**src/rtl/rstc_pkg.sv**
```systemverilog
`timescale 1ns/1ps
package rstc_pkg;

  typedef enum logic [1:0] {
    FLOW_IDLE = 2'd0,
    FLOW_SOFT = 2'd1,
    FLOW_HARD = 2'd2,
    FLOW_POR  = 2'd3
  } flow_e;

  localparam int SRC_N   = 5;
  localparam int SB_POR  = 0;
  localparam int SB_PIN  = 1;
  localparam int SB_WDOG = 2;
  localparam int SB_BMON = 3;
  localparam int SB_TAP  = 4;

  localparam int HARD_N  = 3;   // hard sources: pin, watchdog, bus monitor
  localparam int HS_PIN  = 0;
  localparam int HS_WDOG = 1;
  localparam int HS_BMON = 2;

  typedef struct packed {
    logic pll;
    logic cfg;
    logic pin;
    logic tmr;
    logic clk;
    logic core;
    logic periph;
  } dom_t;

endpackage

```
**src/rtl/rstc_sync.sv**
```systemverilog
`timescale 1ns/1ps
module rstc_sync #(
  parameter int          W       = 1,
  parameter int          STAGES  = 2,
  parameter logic        RST_VAL = 1'b1
) (
  input  logic         clk,
  input  logic         arst_n,
  input  logic [W-1:0] d,
  output logic [W-1:0] q
);
  logic [W-1:0] st [STAGES];

  for (genvar s = 0; s < STAGES; s++) begin : g_stage
    always_ff @(posedge clk or negedge arst_n) begin
      if (!arst_n) st[s] <= {W{RST_VAL}};
      else if (s == 0) st[s] <= d;
      else st[s] <= st[(s == 0) ? 0 : s-1];
    end
  end

  assign q = st[STAGES-1];
endmodule

```
**src/rtl/rstc_por_filter.sv**
```systemverilog
`timescale 1ns/1ps
module rstc_por_filter #(
  parameter int MIN_CYC = 16
) (
  input  logic clk,
  input  logic arst_n,
  input  logic por_low,
  output logic por_req
);
  localparam int CW = $clog2(MIN_CYC + 1);

  logic [CW-1:0] cnt;

  always_ff @(posedge clk or negedge arst_n) begin
    if (!arst_n) begin
      cnt     <= '0;
      por_req <= 1'b0;
    end else if (!por_low) begin
      cnt     <= '0;
      por_req <= 1'b0;
    end else begin
      if (cnt != CW'(MIN_CYC)) cnt <= cnt + 1'b1;
      if (cnt == CW'(MIN_CYC - 1)) por_req <= 1'b1;
    end
  end

  AST_POR_MIN_WIDTH: assert property (@(posedge clk) disable iff (!arst_n)
    $rose(por_req) |-> (cnt == CW'(MIN_CYC)));
endmodule

```
**src/rtl/rstc_src_detect.sv**
```systemverilog
`timescale 1ns/1ps
module rstc_src_detect
  import rstc_pkg::*;
#(
  parameter int SETTLE = 4
) (
  input  logic              clk,
  input  logic              arst_n,
  input  logic              pin_low,
  input  logic              pin_oe,
  input  logic              wdog_expire,
  input  logic              wdog_en,
  input  logic              bmon_expire,
  input  logic              bmon_en,
  input  logic              tap_req,
  output logic [HARD_N-1:0] hard_src,
  output logic              soft_req
);
  localparam int SW = $clog2(SETTLE + 1);

  logic [SW-1:0] settle;
  logic          wdog_q, bmon_q;

  always_ff @(posedge clk or negedge arst_n) begin
    if (!arst_n) begin
      settle   <= '0;
      wdog_q   <= 1'b0;
      bmon_q   <= 1'b0;
      hard_src <= '0;
      soft_req <= 1'b0;
    end else begin
      wdog_q <= wdog_expire;
      bmon_q <= bmon_expire;
      if (pin_oe)              settle <= SW'(SETTLE);
      else if (settle != '0)   settle <= settle - 1'b1;
      hard_src[HS_PIN]  <= pin_low && !pin_oe && (settle == '0);
      hard_src[HS_WDOG] <= wdog_expire && !wdog_q && wdog_en;
      hard_src[HS_BMON] <= bmon_expire && !bmon_q && bmon_en;
      soft_req          <= tap_req;
    end
  end

  AST_WDOG_SINGLE: assert property (@(posedge clk) disable iff (!arst_n)
    hard_src[HS_WDOG] |=> !hard_src[HS_WDOG]);
  AST_BMON_SINGLE: assert property (@(posedge clk) disable iff (!arst_n)
    hard_src[HS_BMON] |=> !hard_src[HS_BMON]);
  AST_PIN_SELF_MASK: assert property (@(posedge clk) disable iff (!arst_n)
    pin_oe |=> !hard_src[HS_PIN]);
endmodule

```
**src/rtl/rstc_flow_fsm.sv**
```systemverilog
`timescale 1ns/1ps
module rstc_flow_fsm
  import rstc_pkg::*;
#(
  parameter int HOLD_CYC = 32
) (
  input  logic              clk,
  input  logic              arst_n,
  input  logic              por_req,
  input  logic [HARD_N-1:0] hard_src,
  input  logic              soft_req,
  output flow_e             flow,
  output logic [SRC_N-1:0]  cause
);
  localparam int HW = $clog2(HOLD_CYC + 1);

  flow_e            req_flow;
  logic [SRC_N-1:0] req_cause;
  logic [HW-1:0]    hold;

  always_comb begin
    req_cause = '0;
    req_flow  = FLOW_IDLE;
    if (por_req) begin
      req_flow          = FLOW_POR;
      req_cause[SB_POR] = 1'b1;
    end else if (|hard_src) begin
      req_flow           = FLOW_HARD;
      req_cause[SB_PIN]  = hard_src[HS_PIN];
      req_cause[SB_WDOG] = hard_src[HS_WDOG];
      req_cause[SB_BMON] = hard_src[HS_BMON];
    end else if (soft_req) begin
      req_flow          = FLOW_SOFT;
      req_cause[SB_TAP] = 1'b1;
    end
  end

  always_ff @(posedge clk or negedge arst_n) begin
    if (!arst_n) begin
      flow  <= FLOW_IDLE;
      hold  <= '0;
      cause <= '0;
    end else if (req_flow > flow) begin
      flow  <= req_flow;
      hold  <= HW'(HOLD_CYC);
      cause <= req_cause;
    end else if (req_flow == flow && flow != FLOW_IDLE) begin
      hold  <= HW'(HOLD_CYC);
      cause <= cause | req_cause;
    end else if (flow != FLOW_IDLE) begin
      if (hold <= HW'(1)) flow <= FLOW_IDLE;
      else                hold <= hold - 1'b1;
    end
  end

  AST_POR_NO_DOWNGRADE: assert property (@(posedge clk) disable iff (!arst_n)
    (flow == FLOW_POR) |=> (flow == FLOW_POR || flow == FLOW_IDLE));
  AST_HARD_NOT_SOFT: assert property (@(posedge clk) disable iff (!arst_n)
    (flow == FLOW_HARD) |=> (flow != FLOW_SOFT));
  AST_POR_CAUSE_ONLY: assert property (@(posedge clk) disable iff (!arst_n)
    (flow == FLOW_POR) |-> (cause == SRC_N'(1) << SB_POR));
endmodule

```
**src/rtl/rstc_domain_map.sv**
```systemverilog
`timescale 1ns/1ps
module rstc_domain_map
  import rstc_pkg::*;
#(
  parameter int CFG_W = 8
) (
  input  logic             clk,
  input  logic             arst_n,
  input  flow_e            flow,
  input  logic [CFG_W-1:0] cfg_pins,
  output dom_t             dom,
  output logic [CFG_W-1:0] cfg_latched
);
  always_comb begin
    dom = '0;
    unique case (flow)
      FLOW_POR:  dom = '1;
      FLOW_HARD: begin
        dom.pin    = 1'b1;
        dom.tmr    = 1'b1;
        dom.clk    = 1'b1;
        dom.core   = 1'b1;
        dom.periph = 1'b1;
      end
      FLOW_SOFT: begin
        dom.tmr    = 1'b1;
        dom.clk    = 1'b1;
        dom.core   = 1'b1;
        dom.periph = 1'b1;
      end
      default: dom = '0;
    endcase
  end

  for (genvar b = 0; b < CFG_W; b++) begin : g_cfg
    always_ff @(posedge clk or negedge arst_n) begin
      if (!arst_n)      cfg_latched[b] <= 1'b0;
      else if (dom.cfg) cfg_latched[b] <= cfg_pins[b];
    end
  end

  AST_CFG_FROZEN: assert property (@(posedge clk) disable iff (!arst_n)
    !dom.cfg |=> $stable(cfg_latched));
endmodule

```
**src/rtl/reset_sequencer.sv**
```systemverilog
`timescale 1ns/1ps
module reset_sequencer
  import rstc_pkg::*;
#(
  parameter int CFG_W    = 8,
  parameter int POR_MIN  = 16,
  parameter int HOLD_CYC = 32,
  parameter int SETTLE   = 4,
  parameter int SYNC_N   = 2
) (
  input  logic             clk_ref,
  input  logic             ctl_arst_n,
  input  logic             por_req_n,
  input  logic             hrst_pin_i,
  output logic             hrst_pin_oe,
  input  logic             wdog_expire,
  input  logic             wdog_en,
  input  logic             bmon_expire,
  input  logic             bmon_en,
  input  logic             tap_isolate,
  input  logic [CFG_W-1:0] cfg_pins_i,
  output logic [CFG_W-1:0] cfg_latched_o,
  output logic             rst_pll_o,
  output logic             rst_cfg_o,
  output logic             rst_tmr_o,
  output logic             rst_clkctl_o,
  output logic             rst_core_o,
  output logic             rst_periph_o,
  output logic [4:0]       cause_o
);
  logic [1:0]        pins_s;
  logic              por_req;
  logic [HARD_N-1:0] hard_src;
  logic              soft_req;
  flow_e             flow;
  dom_t              dom;
  logic [SRC_N-1:0]  cause;

  rstc_sync #(.W(2), .STAGES(SYNC_N), .RST_VAL(1'b1)) i_sync (
    .clk(clk_ref), .arst_n(ctl_arst_n),
    .d({hrst_pin_i, por_req_n}), .q(pins_s));

  rstc_por_filter #(.MIN_CYC(POR_MIN)) i_por (
    .clk(clk_ref), .arst_n(ctl_arst_n),
    .por_low(!pins_s[0]), .por_req(por_req));

  rstc_src_detect #(.SETTLE(SETTLE)) i_det (
    .clk(clk_ref), .arst_n(ctl_arst_n),
    .pin_low(!pins_s[1]), .pin_oe(dom.pin),
    .wdog_expire(wdog_expire), .wdog_en(wdog_en),
    .bmon_expire(bmon_expire), .bmon_en(bmon_en),
    .tap_req(tap_isolate), .hard_src(hard_src), .soft_req(soft_req));

  rstc_flow_fsm #(.HOLD_CYC(HOLD_CYC)) i_fsm (
    .clk(clk_ref), .arst_n(ctl_arst_n),
    .por_req(por_req), .hard_src(hard_src), .soft_req(soft_req),
    .flow(flow), .cause(cause));

  rstc_domain_map #(.CFG_W(CFG_W)) i_map (
    .clk(clk_ref), .arst_n(ctl_arst_n), .flow(flow),
    .cfg_pins(cfg_pins_i), .dom(dom), .cfg_latched(cfg_latched_o));

  assign hrst_pin_oe  = dom.pin;
  assign rst_pll_o    = dom.pll;
  assign rst_cfg_o    = dom.cfg;
  assign rst_tmr_o    = dom.tmr;
  assign rst_clkctl_o = dom.clk;
  assign rst_core_o   = dom.core;
  assign rst_periph_o = dom.periph;
  assign cause_o      = cause;

  AST_PLL_NEEDS_POR_CAUSE: assert property (@(posedge clk_ref) disable iff (!ctl_arst_n)
    rst_pll_o |-> cause_o[SB_POR]);
  AST_PIN_WITH_CORE: assert property (@(posedge clk_ref) disable iff (!ctl_arst_n)
    hrst_pin_oe |-> (rst_core_o && rst_periph_o && rst_tmr_o));
  AST_CORE_HAS_CAUSE: assert property (@(posedge clk_ref) disable iff (!ctl_arst_n)
    rst_core_o |-> (cause_o != '0));
endmodule

```
**config.mk**
```make
export PLATFORM = sky130hd
export DESIGN_NAME = reset_sequencer
export DESIGN_NICKNAME = d
export VERILOG_FILES = /design/src/rtl/rstc_pkg.sv /design/src/rtl/rstc_sync.sv /design/src/rtl/rstc_por_filter.sv /design/src/rtl/rstc_src_detect.sv /design/src/rtl/rstc_flow_fsm.sv /design/src/rtl/rstc_domain_map.sv /design/src/rtl/reset_sequencer.sv
export SDC_FILE = /design/constraint.sdc
export NUM_CORES = 1
export LEC_CHECK = 0
export BUFFER_PORTS_ARGS = -buffer_cell sky130_fd_sc_hd__buf_4
export CAP_MARGIN = 20
export CORE_MARGIN = 3
export CORE_UTILIZATION = 25
export DETAILED_ROUTE_END_ITERATION = 16
export GPL_TIMING_DRIVEN = 0
export PLACE_DENSITY = 0.5
export SYNTH_ARGS = -nofsm -noshare
export SYNTH_HDL_FRONTEND = slang
export SYNTH_SLANG_ARGS = --single-unit
```
**constraint.sdc**
```tcl
create_clock -name clk_ref -period 3.1 [get_ports clk_ref]
set_clock_uncertainty 0.15 [all_clocks]
set_input_delay 0.155 -clock clk_ref [delete_from_list [all_inputs] [get_ports clk_ref]]
set_output_delay 0.155 -clock clk_ref [all_outputs]
set_load 0.005 [all_outputs]
```
Yosys cells after proc, flatten, opt, wreduce, memory -nomap -nowiden:

Index checks and enable logic that the tools add are counted.

* shifts and indexed selects: 0
* bitwise gates (word level): 1
* order comparisons: 2
* mux-type cells: 27
* $mul: 0
* add/sub/neg operators: 3
* equality and inequality tests: 8
* div/mod/pow operators: 0
* reduce and logical (&&, ||, !) cells: 26

Operators with widths (number)
* $mux W6: 4
* $mux W5: 4
* $mux W2: 7
* $reduce_bool A2 Y1: 7
* $mux W3: 3
* $mux W4: 2
* $logic_and A1 B1 Y1: 7
* $mux W1: 7
* $le A6 B1 Y1 const B: 1
* $reduce_bool A3 Y1: 2
* $reduce_or A3 Y1: 2
* $sub A6 B1 Y6 const B: 1
* $add A5 B1 Y5 const B: 1
* $eq A5 B4 Y1 const B: 1
* $ne A5 B5 Y1 const B: 1
* $or A5 B5 Y5: 1
* $eq A2 B2 Y1 const B: 2
* $logic_not A1 Y1: 4
* $logic_not A3 Y1: 1
* $ne A3 B1 Y1 const B: 1
* $reduce_and A3 Y1: 1
* $sub A3 B1 Y3 const B: 1
* $eq A2 B1 Y1 const B: 1
* $eq A2 B2 Y1: 1
* 4 further kinds: 4

* bits in latches: 0
* input port bits: 17
* register bits: 40
* memory bits (writable): 0
* bits in read-only memories: 0
* memories: 0

Logic depth before layout (Yosys ltp):

Gate-level depths: netlist of the first run.

* depth after elaboration: 7
* depth in mapped cells: 7

By module:

From an unflattened synthesis of the first run, not the netlist that was laid out.

* cell total of the unflattened synthesis: 159
* area, all modules: 1924.3 sq um

By module, submodules not included
* rstc_flow_fsm: cells each 71, area each 767.0 sq um, times used 1, sequential area each 325.3 sq um
* rstc_src_detect: cells each 27, area each 359.1 sq um, times used 1, sequential area each 225.2 sq um
* rstc_domain_map: cells each 24, area each 345.3 sq um, times used 1, sequential area each 200.2 sq um
* rstc_por_filter: cells each 29, area each 325.3 sq um, times used 1, sequential area each 150.1 sq um
* rstc_sync: cells each 6, area each 120.1 sq um, times used 1, sequential area each 105.1 sq um
* reset_sequencer: cells each 2, area each 7.5 sq um, times used 1, sequential area each 0.0 sq um

Worst setup path before layout of the first run:

Ideal clock, no wire load.

* path kind: register to register
* start: register i_det.hard_src[2]
* end: register i_fsm.cause[4]
* cell stages (with the launch flop): 8
* path buffers: 0
* required time: 2.828 ns
* arrival: 2.085 ns
* path slack: 0.744 ns
* cells stage by stage: dfrtp_1 > nor3_1 > a21oi_1 > ha_1 > or3b_1 > a31oi_4 > nor2_1 > a32o_1

* cells in the longest elaborated chain, start to end: 6
* elaborated cells on any way between the ends: 12

RTL lines
* start: declaration: RTL line rstc_src_detect.sv:16 `output logic [HARD_N-1:0] hard_src,`
* start signal: indexed assignment: RTL line rstc_src_detect.sv:36 `hard_src[HS_PIN] <= pin_low && !pin_oe && (settle == '0);`
* start signal: indexed assignment: RTL line rstc_src_detect.sv:37 `hard_src[HS_WDOG] <= wdog_expire && !wdog_q && wdog_en;`
* start signal: indexed assignment: RTL line rstc_src_detect.sv:38 `hard_src[HS_BMON] <= bmon_expire && !bmon_q && bmon_en;`
* $reduce_or A3 Y1 *: RTL line rstc_flow_fsm.sv:27 `end else if (|hard_src) begin`
* $mux W1 / $mux W2 (equally long branches): RTL line rstc_flow_fsm.sv:27
* $mux W4 / $mux W2 (equally long branches): RTL line rstc_flow_fsm.sv:24 `if (por_req) begin`
* $or A5 B5 Y5 / $eq A2 B2 Y1 (equally long branches): RTL line rstc_flow_fsm.sv:49, rstc_flow_fsm.sv:47
* $mux W5 / $logic_and A1 B1 Y1 (equally long branches): RTL line rstc_flow_fsm.sv:47 `end else if (req_flow == flow && flow != FLOW_IDLE) begin`
* $mux W5 / $reduce_bool A2 Y1 (equally long branches)
* end signal: assignment: RTL line rstc_flow_fsm.sv:46 `cause <= req_cause;`
* end signal: assignment: RTL line rstc_flow_fsm.sv:49 `cause <= cause | req_cause;`
* end: declaration: RTL line rstc_flow_fsm.sv:13 `output logic [SRC_N-1:0] cause`

Every way passes the cells marked *; elsewhere a longest branch is shown, timed or not. The select of a mux whose other input is x is not followed.
A chain may end at the register's enable or synchronous reset.

Worst setup path in the final report of the first run:

Ends and elaborated chain as after synthesis.

==> flow_metrics.tcl, run 1 <==
set metrics [dict create \
    cts_root_buf "clkbuf_8" \
    crit_arrival_ns 2.66 \
    worstReg2RegEnd "i_fsm.cause[4]" \
    worst_hold_path.endpoint "i_sync.q[1]" \
    met3_usage_pct 2.82 \
    place_inst 286 \
    synth_top_area_share_pct 49.9 \
    grt_pass1_vias 1318 \
    cts_buffers 5 \
    async_flop_share_pct 100 \
    status "finished, final reports clean" \
    grt.total_usage_pct 9.02 \
    h-tree-depth 2 \
    maxSlewHeadroom_pct 61.9 \
    worst_slew_pin_slew_ns 0.567 \
    use_met2_pct 14.8 \
    fmax_ghz 0.379 \
    crit_path_end_kind "flop" \
    clk_latency_ns 0.28 \
    min_from "i_sync.st[3]" \
    globalplace.congestion 0.709 \
    num_rows 30 \
    path_class "flop to flop" \
    die_area_sq_um 8280 \
    antenna_left 0 \
    numPortBuffers 36 \
    clk_pin_slew_worst_paths_ns 0.08 \
    postCtsResizedCells 0 \
    critPathMaxFanout 8 \
    synth_cell_types 39 \
    worst_slack_ns 0.464 \
    cts.path.max_buffers 2 \
    synth.area.top_cells "dfrtp_1 (50%), ha_1 (6.2%), dfstp_2 (5.8%), mux2_2 (5.6%), inv_1 (2.5%)" \
    routed_wl_um 3510 \
    synth-main-ff-cell "dfrtp_1" \
    ys_seq_elements 40 \
    design_area_sq_um 2460 \
    grt_start_max_net_pins 41 \
    cp-start-kind "flop" \
    crit_chain "nor3_1 > a21oi_1 > ha_1 > or3b_1 > a31oi_4 > nor2_1 > a32o_1" \
    fillers 704 \
    drc 0 \
    synth-edff-count 0 \
    p_leak_nw 1.14 \
    areaGrowthSynthToFinish_pct 36.5 \
    cts_tree "built" \
    r2r-start "i_det.hard_src[2]" \
    fp.dieH_um 91.0 \
    place_area_sq_um 2200 \
    place_ws_ns 0.462 \
    setup_viol 0 \
    finalHoldViolCount 0 \
    synth_area_leader_cell "dfrtp_1" \
    grt_pass1_wl_um 6120 \
    final_core_util_pct 35.7 \
    p_total_mw 2.22 \
    synth_nets 180 \
    max_stage_delay_ns 0.41 \
    diodes 0 \
    synth_warnings 0 \
    viasPerCell 4.10 \
    slew_violations 0 \
    hpwlAfterDp_um 2380 \
    reg2reg_setup_slack_ns 0.46 \
    gr-total-overflow 0 \
    cts_sinks 40 \
    dr.first_iter.drc_count 39 \
    rsz0062_at_grt "no" \
    final_cells 310 \
    grt-busiest-layer "met2" \
    finalCritPeriodShare_pct 85.0 \
    layout_min_cycle_time_ns 2.64 \
    r2r_cells 7 \
    synthCells 154 \
    hold_ws_ns 0.212 \
    antenna_found_initial 0 \
    syn-cell-area_sq_um 1810 \
    syn_area_per_cell_sq_um 11.7 \
    boundaryPins 37 \
    finalNetCount 239 \
    wl_per_cell_um 11.3 \
    cp_slowest_cell "or3b_1" \
    worstPathRequired_ns 3.13 \
    drive_above_1_share_pct 31.3 \
    tns_ns 0 \
    ir_worst_vdd_mv 0.269 \
    grt_util_met1_pct 11.7 \
    first_pass_iters 2 \
    ys_seq_area_share_pct 55.7 \
    holdPathStages 0 \
    dr_total_vias 1272 \
    min_path_type "flop to flop" \
    start_util_pct 26.1 \
    die_w_um 91.0 \
    core_sq_um 6910 \
    cap_violations 0 \
    power_density_nw_per_um2 902 \
]
==> layout make-up <==
type / count / area (sq um) / share of cell area [%]
Buffer: 8 / 48.8 / 1.98
Clock buffer: 6 / 72.6 / 2.95
Clock inverter: 2 / 35.0 / 1.42
Inverter: 12 / 45.0 / 1.83
Multi-Input combinational cell: 94 / 706 / 28.6
Sequential cell: 40 / 1010 / 40.8
Tap cell: 96 / 120 / 4.88
Timing Repair Buffer: 52 / 430 / 17.5
==> synthesized netlist by cell type (2+ instances only) <==
cell type and count:
xnor2_1 3, dfstp_2 4, a21oi_1 4, buf_4 4, mux2i_1 4, nor2_1 12
inv_1 12, o22ai_1 2, buf_2 3, dfrtp_1 36, ha_1 9, nand2_1 8
o211ai_1 4, nor3_1 7, mux2_2 9, a22o_1 4, nand2b_1 6, or3_1 2
==> power breakdown <==
| part | internal [mW] | switching, mW |
|---|---|---|
| Sequential | 0.680 | 0.0981 |
| Combinational | 0.543 | 0.484 |
| Clock | 0.239 | 0.177 |
| Total | 1.46 | 0.759 |
==> layer usage <==
metal,wire (um),up-vias
met5,0,-
met4,0,0
met3,157,0
met2,1690,26
met1,1670,602
li1,-,644
==> state kept, by name (all words and copies together) (netlist names), 2 cells and up <==
register and flops:
i_map.cfg_latched 8, i_fsm.hold 6, i_fsm.cause 5, i_por.cnt 5
i_det.hard_src 3, i_det.settle 3, i_fsm.flow 2, i_sync.q 2
i_sync.st 2
==> cells by family (layout without fill, tap and decap cells) <==
logic type               Yosys count  count (layout)  synth area share (%)
XOR/XNOR                           4               4                  1.94
multiplexers                      13              13                  7.83
adder cells (fa/ha/maj)            9               9                  6.24
AO/OA/AOI/OAI                     27              27                  11.9
flip-flops                        40              40                  55.7
buffers and inverters             20              80                  5.20
AND/OR/NAND/NOR                   41              41                  11.2
==> cells in the final DEF (no fill, tap or decap), drive strengths merged, types with 2 or more instances in the layout <==
| cell | netlist | final |
|---|---|---|
| nor3 | 7 | 7 |
| nand2 | 8 | 8 |
| nor2 | 12 | 12 |
| inv | 12 | 12 |
| buf | 7 | 43 |
| a22o | 4 | 4 |
| o211ai | 5 | 5 |
| or3 | 2 | 2 |
| clkbuf | 1 | 7 |
| dfstp | 4 | 4 |
| xnor2 | 3 | 3 |
| a21oi | 4 | 4 |
| nand2b | 6 | 6 |
| o22ai | 2 | 2 |
| mux2 | 9 | 9 |
| dfrtp | 36 | 36 |
| ha | 9 | 9 |
| a21boi | 2 | 2 |
| mux2i | 4 | 4 |
| dlygate4sd3 | 0 | 16 |
| o21ai | 2 | 2 |
==> worst max-delay path, delay by kind of cell (launching register included) <==
kind	cells	cell delay (ns)
fa+ha+maj	1	0.34
flops	1	0.38
compound gates	3	0.77
simple gates	3	0.89
==> repair_timing <==
action	CTS	global route
hold buffers	16	0
endpoints found under the hold margin	51	0
buffers inserted	0	0
==> how the worst max path moves through the flow <==
stage / startpoint / to / slack, ns / cells past startpoint
2_1_floorplan: i_det.hard_src[2] / i_fsm.cause[4] / 0.74 / 7
3_3_place_gp: i_det.hard_src[2] / i_fsm.cause[4] / 0.46 / 7
3_5_place_dp: i_det.hard_src[2] / i_fsm.cause[4] / 0.46 / 7
4_1_cts: i_det.hard_src[2] / i_fsm.cause[4] / 0.44 / 7
5_1_grt: i_det.hard_src[2] / i_fsm.cause[4] / 0.30 / 7
6_report: i_det.hard_src[2] / i_fsm.cause[4] / 0.46 / 7
No activity file was read; power rests on OpenSTA's default activity.
==> inputs of run 2 (changes only) <==
--- a/config.mk
+++ b/config.mk
@@ -11,7 +11,7 @@
 export CORE_UTILIZATION = 25
 export DETAILED_ROUTE_END_ITERATION = 16
 export GPL_TIMING_DRIVEN = 0
-export PLACE_DENSITY = 0.5
+export PLACE_DENSITY = 0.51
 export SYNTH_ARGS = -nofsm -noshare
 export SYNTH_HDL_FRONTEND = slang
 export SYNTH_SLANG_ARGS = --single-unit
==> constraint.sdc (replaced) <==
create_clock -name clk_ref -period 2.3 [get_ports clk_ref]
set_clock_uncertainty 0.15 [all_clocks]
set_input_delay 0.115 -clock clk_ref [delete_from_list [all_inputs] [get_ports clk_ref]]
set_output_delay 0.115 -clock clk_ref [all_outputs]
set_load 0.005 [all_outputs]
==> flow_metrics.tcl, run 2 (synthesis results as in run 1) <==
set metrics [dict create \
    status "finished, final reports clean" \
    start_util_pct 26.1 \
    dr.first_iter.drc_count 42 \
    crit_arrival_ns 2.32 \
    path_class "flop to flop" \
    cap_violations 0 \
    hold_ws_ns 0.200 \
    critPathBufInv 0 \
    min_path_type "input port to asynchronous set/reset pin" \
    finalCritPeriodShare_pct 99.6 \
    reg2reg_setup_slack_ns 0.008 \
    finalHoldViolCount 0 \
    fillers 714 \
    core_sq_um 6910 \
    regMostFlops "i_map.cfg_latched" \
    routed_wl_um 3550 \
    cp_slowest_cell "dfrtp_1" \
    diodes 0 \
    final_cells 315 \
    layout_min_cycle_time_ns 2.29 \
    cts_buffers 5 \
    grt_pass1_wl_um 6010 \
    place_area_sq_um 2200 \
    boundaryPins 37 \
    power_density_nw_per_um2 1210 \
    num_rows 30 \
    crit_chain "nor3_4 > a21oi_2 > ha_1 > or3b_4 > a31oi_4 > nand2b_1 > mux2_2" \
    slew_violations 0 \
    mostFrequentLayoutCell "buf_4" \
    grt_pass1_vias 1309 \
    tns_ns 0 \
    hpwlAfterDp_um 2380 \
    dr_total_vias 1327 \
    cts_tree "built" \
    first_pass_iters 4 \
    crit_path_end_kind "flop" \
    fp.dieH_um 91.0 \
    cp-start-kind "flop" \
    die_area_sq_um 8280 \
    grt_start_max_net_pins 41 \
    design_area_sq_um 2560 \
    h-tree-depth 2 \
    fmax_ghz 0.436 \
    p_leak_nw 1.18 \
    worstPathRequired_ns 2.33 \
    finalNetCount 244 \
    max_stage_delay_ns 0.41 \
    place_inst 286 \
    cts.path.max_buffers 2 \
    areaGrowthSynthToFinish_pct 41.6 \
    clk_latency_ns 0.29 \
    globalplace.congestion 0.775 \
    multi_input_area_sq_um 787 \
    numPortBuffers 36 \
    ir_worst_vdd_mv 0.484 \
    antenna_left 0 \
    critPathMaxFanout 5 \
    cts_sinks 40 \
    clk_pin_slew_worst_paths_ns 0.08 \
    regArea_sq_um 1010 \
    place_ws_ns -0.228 \
    drc 0 \
    gr-total-overflow 0 \
    maxSlewHeadroom_pct 63.5 \
    p_total_mw 3.10 \
    final_core_util_pct 37.0 \
    cp_top_family "simple AND/OR/NAND/NOR gates" \
    cts_root_buf "clkbuf_8" \
    worst_slack_ns 0.00823 \
    antenna_found_initial 0 \
    worst_slew_pin_slew_ns 0.544 \
    die_w_um 91.0 \
    drive_above_1_share_pct 37.4 \
    rsz0062_at_grt "yes" \
    viasPerCell 4.21 \
    setup_viol 0 \
    reg_top3 "i_map.cfg_latched: 8 flops, i_fsm.hold: 6 flops" \
    largest_reg_flops 8 \
    wl_per_cell_um 11.3 \
    layout_common_cells "buf_4 (45), dfrtp_1 (36), dlygate4sd3_1 (16)" \
    grt.total_usage_pct 9.00 \
]
==> run 2: cell types whose count changed in the layout (fill, tap and decap cells not counted), sizes merged <==
| cell | previous run | this run |
|---|---|---|
| buf | 43 | 48 |
| bufinv | 1 | 0 |
| clkbuf | 7 | 8 |
==> run 2: power breakdown <==
part / internal, mW / switching (mW)
sequential: 0.917 / 0.133
combinational: 0.880 / 0.729
clock: 0.213 / 0.232
==> run 2: final cells by class <==
| type | count | share of cell area [%] |
|---|---|---|
| Buffer | 8 | 1.91 |
| Clock inverter | 1 | 0.196 |
| Inverter | 12 | 1.76 |
| Timing Repair Buffer | 57 | 18.3 |
| Clock buffer | 7 | 2.99 |
| Tap cell | 96 | 4.70 |
| Multi-Input combinational cell | 94 | 30.8 |
| Sequential cell | 40 | 39.4 |
==> run 2: worst reg2reg max path, stage by stage, from the launching register on <==
cell	delay, ns
dfrtp_1	0.41
nor3_4	0.23
a21oi_2	0.10
ha_1	0.30
or3b_4	0.41
a31oi_4	0.25
nand2b_1	0.08
mux2_2	0.26
==> run 2: what timing repair did <==
action	in CTS	in global routing
setup endpoints to repair	13	13
pin swaps	3	8
hold buffers	16	0
gates resized for setup	5	11
setup buffers	3	2
endpoints found under the hold margin	51	0
==> run 2: final timing paths <==
kind,from,to,cells past startpoint
setup reg to reg,i_det.hard_src[2],i_fsm.hold[5],7
hold reg to reg,i_sync.st[2],i_sync.q[0],0
setup / recovery,i_det.hard_src[2],i_fsm.hold[5],7
min in group clk_ref,i_sync.st[2],i_sync.q[0],0
hold / removal,ctl_arst_n,i_map.cfg_latched[5],2
max in group asynchronous,ctl_arst_n,i_sync.q[1],2
==> run 2: routing by layer <==
| metal | vias to the layer above | part of all wire (%) | global-route usage (%) |
|---|---|---|---|
| met5 | - | 0 | 0 |
| li1 | 652 | - | - |
| met2 | 31 | 48 | 14.3 |
| met4 | 0 | 1.2 | 3.77 |
| met3 | 6 | 4.3 | 2.57 |
| met1 | 638 | 47 | 11.4 |
==> inputs of run 3 (changes only) <==
--- a/config.mk
+++ b/config.mk
@@ -7,11 +7,13 @@
 export LEC_CHECK = 0
 export BUFFER_PORTS_ARGS = -buffer_cell sky130_fd_sc_hd__buf_4
 export CAP_MARGIN = 20
+export CELL_PAD_IN_SITES_DETAIL_PLACEMENT = 0
+export CELL_PAD_IN_SITES_GLOBAL_PLACEMENT = 1
 export CORE_MARGIN = 3
 export CORE_UTILIZATION = 25
 export DETAILED_ROUTE_END_ITERATION = 16
 export GPL_TIMING_DRIVEN = 0
-export PLACE_DENSITY = 0.51
+export PLACE_DENSITY = 0.6
 export SYNTH_ARGS = -nofsm -noshare
 export SYNTH_HDL_FRONTEND = slang
 export SYNTH_SLANG_ARGS = --single-unit
==> constraint.sdc (replaced) <==
create_clock -name clk_ref -period 2.3 [get_ports clk_ref]
set_clock_uncertainty 0.15 [all_clocks]
set_input_delay 0.23 -clock clk_ref [delete_from_list [all_inputs] [get_ports clk_ref]]
set_output_delay 0.23 -clock clk_ref [all_outputs]
set_load 0.005 [all_outputs]
==> flow_metrics.tcl, run 3 (synthesis results as in run 1) <==
set metrics [dict create \
    cap_violations 0 \
    r2r-start "i_det.hard_src[2]" \
    globalplace.congestion 0.742 \
    crit_path_end_kind "flop" \
    finalCritPeriodShare_pct 98.5 \
    p_leak_nw 1.15 \
    wirelength_met1_um 1590 \
    core_sq_um 6910 \
    min_path_type "input port to flop" \
    routed_wl_um 3460 \
    place_area_sq_um 2200 \
    cts.path.max_buffers 2 \
    worst_slack_ns 0.0343 \
    maxSlewHeadroom_pct 60.7 \
    antenna_found_initial 0 \
    p_total_mw 3.04 \
    setup_viol 0 \
    dr_total_vias 1290 \
    met3RoutedLength_um 179 \
    grt.total_usage_pct 8.69 \
    rsz0062_at_grt "yes" \
    worstPathRequired_ns 2.32 \
    final_core_util_pct 35.5 \
    first_pass_iters 4 \
    ir_worst_vdd_mv 0.446 \
    place_ws_ns -0.253 \
    boundaryPins 37 \
    critPathLaunch "i_det.hard_src[2]" \
    cts_tree "built" \
    cts_root_buf "clkbuf_8" \
    grt_start_max_net_pins 41 \
    regMostFlops "i_map.cfg_latched" \
    grt_pass1_vias 1275 \
    fp.dieH_um 91.0 \
    status "finished, final reports clean" \
    power_density_nw_per_um2 1240 \
    drc 0 \
    hpwlAfterDp_um 2340 \
    path_class "flop to flop" \
    clk_pin_slew_worst_paths_ns 0.08 \
    layout_common_cells "buf_4 (48), dfrtp_1 (36), inv_1 (12)" \
    cts_buffers 5 \
    num_rows 30 \
    diodes 0 \
    design_area_sq_um 2450 \
    gr-total-overflow 0 \
    wl_per_cell_um 11.2 \
    cts_sinks 40 \
    top_layer "met4" \
    r2r_cells 7 \
    grt_pass1_wl_um 5840 \
    worstReg2RegEnd "i_fsm.cause[4]" \
    worst_slew_pin_slew_ns 0.585 \
    antenna_left 0 \
    reg2reg_setup_slack_ns 0.03 \
    clk_latency_ns 0.29 \
    finalHoldViolCount 0 \
    die_w_um 91.0 \
    reg_top3 "i_map.cfg_latched: 8 flops, i_fsm.hold: 6 flops" \
    start_util_pct 26.1 \
    mostFrequentLayoutCell "buf_4" \
    areaGrowthSynthToFinish_pct 36.0 \
    finalNetCount 237 \
    critPathMaxFanout 5 \
    drive_above_1_share_pct 39.2 \
    crit_end "i_fsm.cause[4]" \
    h-tree-depth 2 \
    wl_met2_um 1660 \
    largest_reg_flops 8 \
    layout_min_cycle_time_ns 2.27 \
    viasPerCell 4.19 \
    crit_arrival_ns 2.29 \
    cp-start-kind "flop" \
    die_area_sq_um 8280 \
    numPortBuffers 36 \
    dr.first_iter.drc_count 33 \
    fmax_ghz 0.441 \
    slew_violations 0 \
]
[run 3: changes by cell type in the layout (fill, tap and decap cells not counted), sizes merged]
| cell | change |
|---|---|
| dlygate4sd3 | -10 |
| buf | +3 |
[run 3: worst min-delay path by stage]
stage                       start                   end  slack [ns]  cells after the start
floorplan              ctl_arst_n          i_det.bmon_q       -0.22                      0
global placement       ctl_arst_n       i_det.settle[1]         0.1                      1
detailed placement     ctl_arst_n        i_det.soft_req         0.1                      1
CTS                 cfg_pins_i[4]  i_map.cfg_latched[4]       0.008                      2
global route        cfg_pins_i[0]  i_map.cfg_latched[0]       0.007                      2
finish              cfg_pins_i[1]  i_map.cfg_latched[1]        0.02                      2
[run 3: what timing repair did]
item,4_1_cts,5_1_grt
hold buffers,6,0
setup buffers,7,1
hold endpoints to repair,41,0
resized for setup,6,6
endpoints found under the setup margin,13,13
pin swaps,3,3
[run 3: metrics by stage]
stage	TNS, ns	cells	hold WS [ns]
final	0	308	0.0214
after global routing	-0.462	308	0.00699
after CTS	0	307	0.00768
after detailed placement	-1.28	286	0.0995
after global placement	-1.24	286	0.0958
after floorplan	0	154	-0.216
[run 3: layer usage]
metal,global-route usage (%),vias up
li1,-,642
met1,11.0,615
met2,14.1,30
met3,2.82,3
met4,2.64,0
met5,0,-
[run 3: layout make-up]
type | count | area (sq um)
clock buffers | 7 | 76.3
well taps | 96 | 120
flip-flops and latches | 40 | 1010
multi-input cells | 94 | 763
inverters | 12 | 45.0
fillers | 726 | 4450
clock inverters | 1 | 5.00
repair buffers | 50 | 390
plain buffers | 8 | 48.8
[run 3: report_power, final]
part	total (mW)	internal (mW)	switching [mW]
Combinational	1.54	0.847	0.694
Sequential	1.05	0.917	0.132
Clock	0.448	0.213	0.235
Total	3.04	1.98	1.06
[run 3: worst max-delay path, stage by stage (launching register included)]
cell     delay [ns]
dfrtp_1        0.41
nor3_4         0.23
a21oi_2        0.09
ha_1           0.30
or3b_4         0.41
a31oi_4        0.22
nor2_2         0.09
a32o_1         0.26
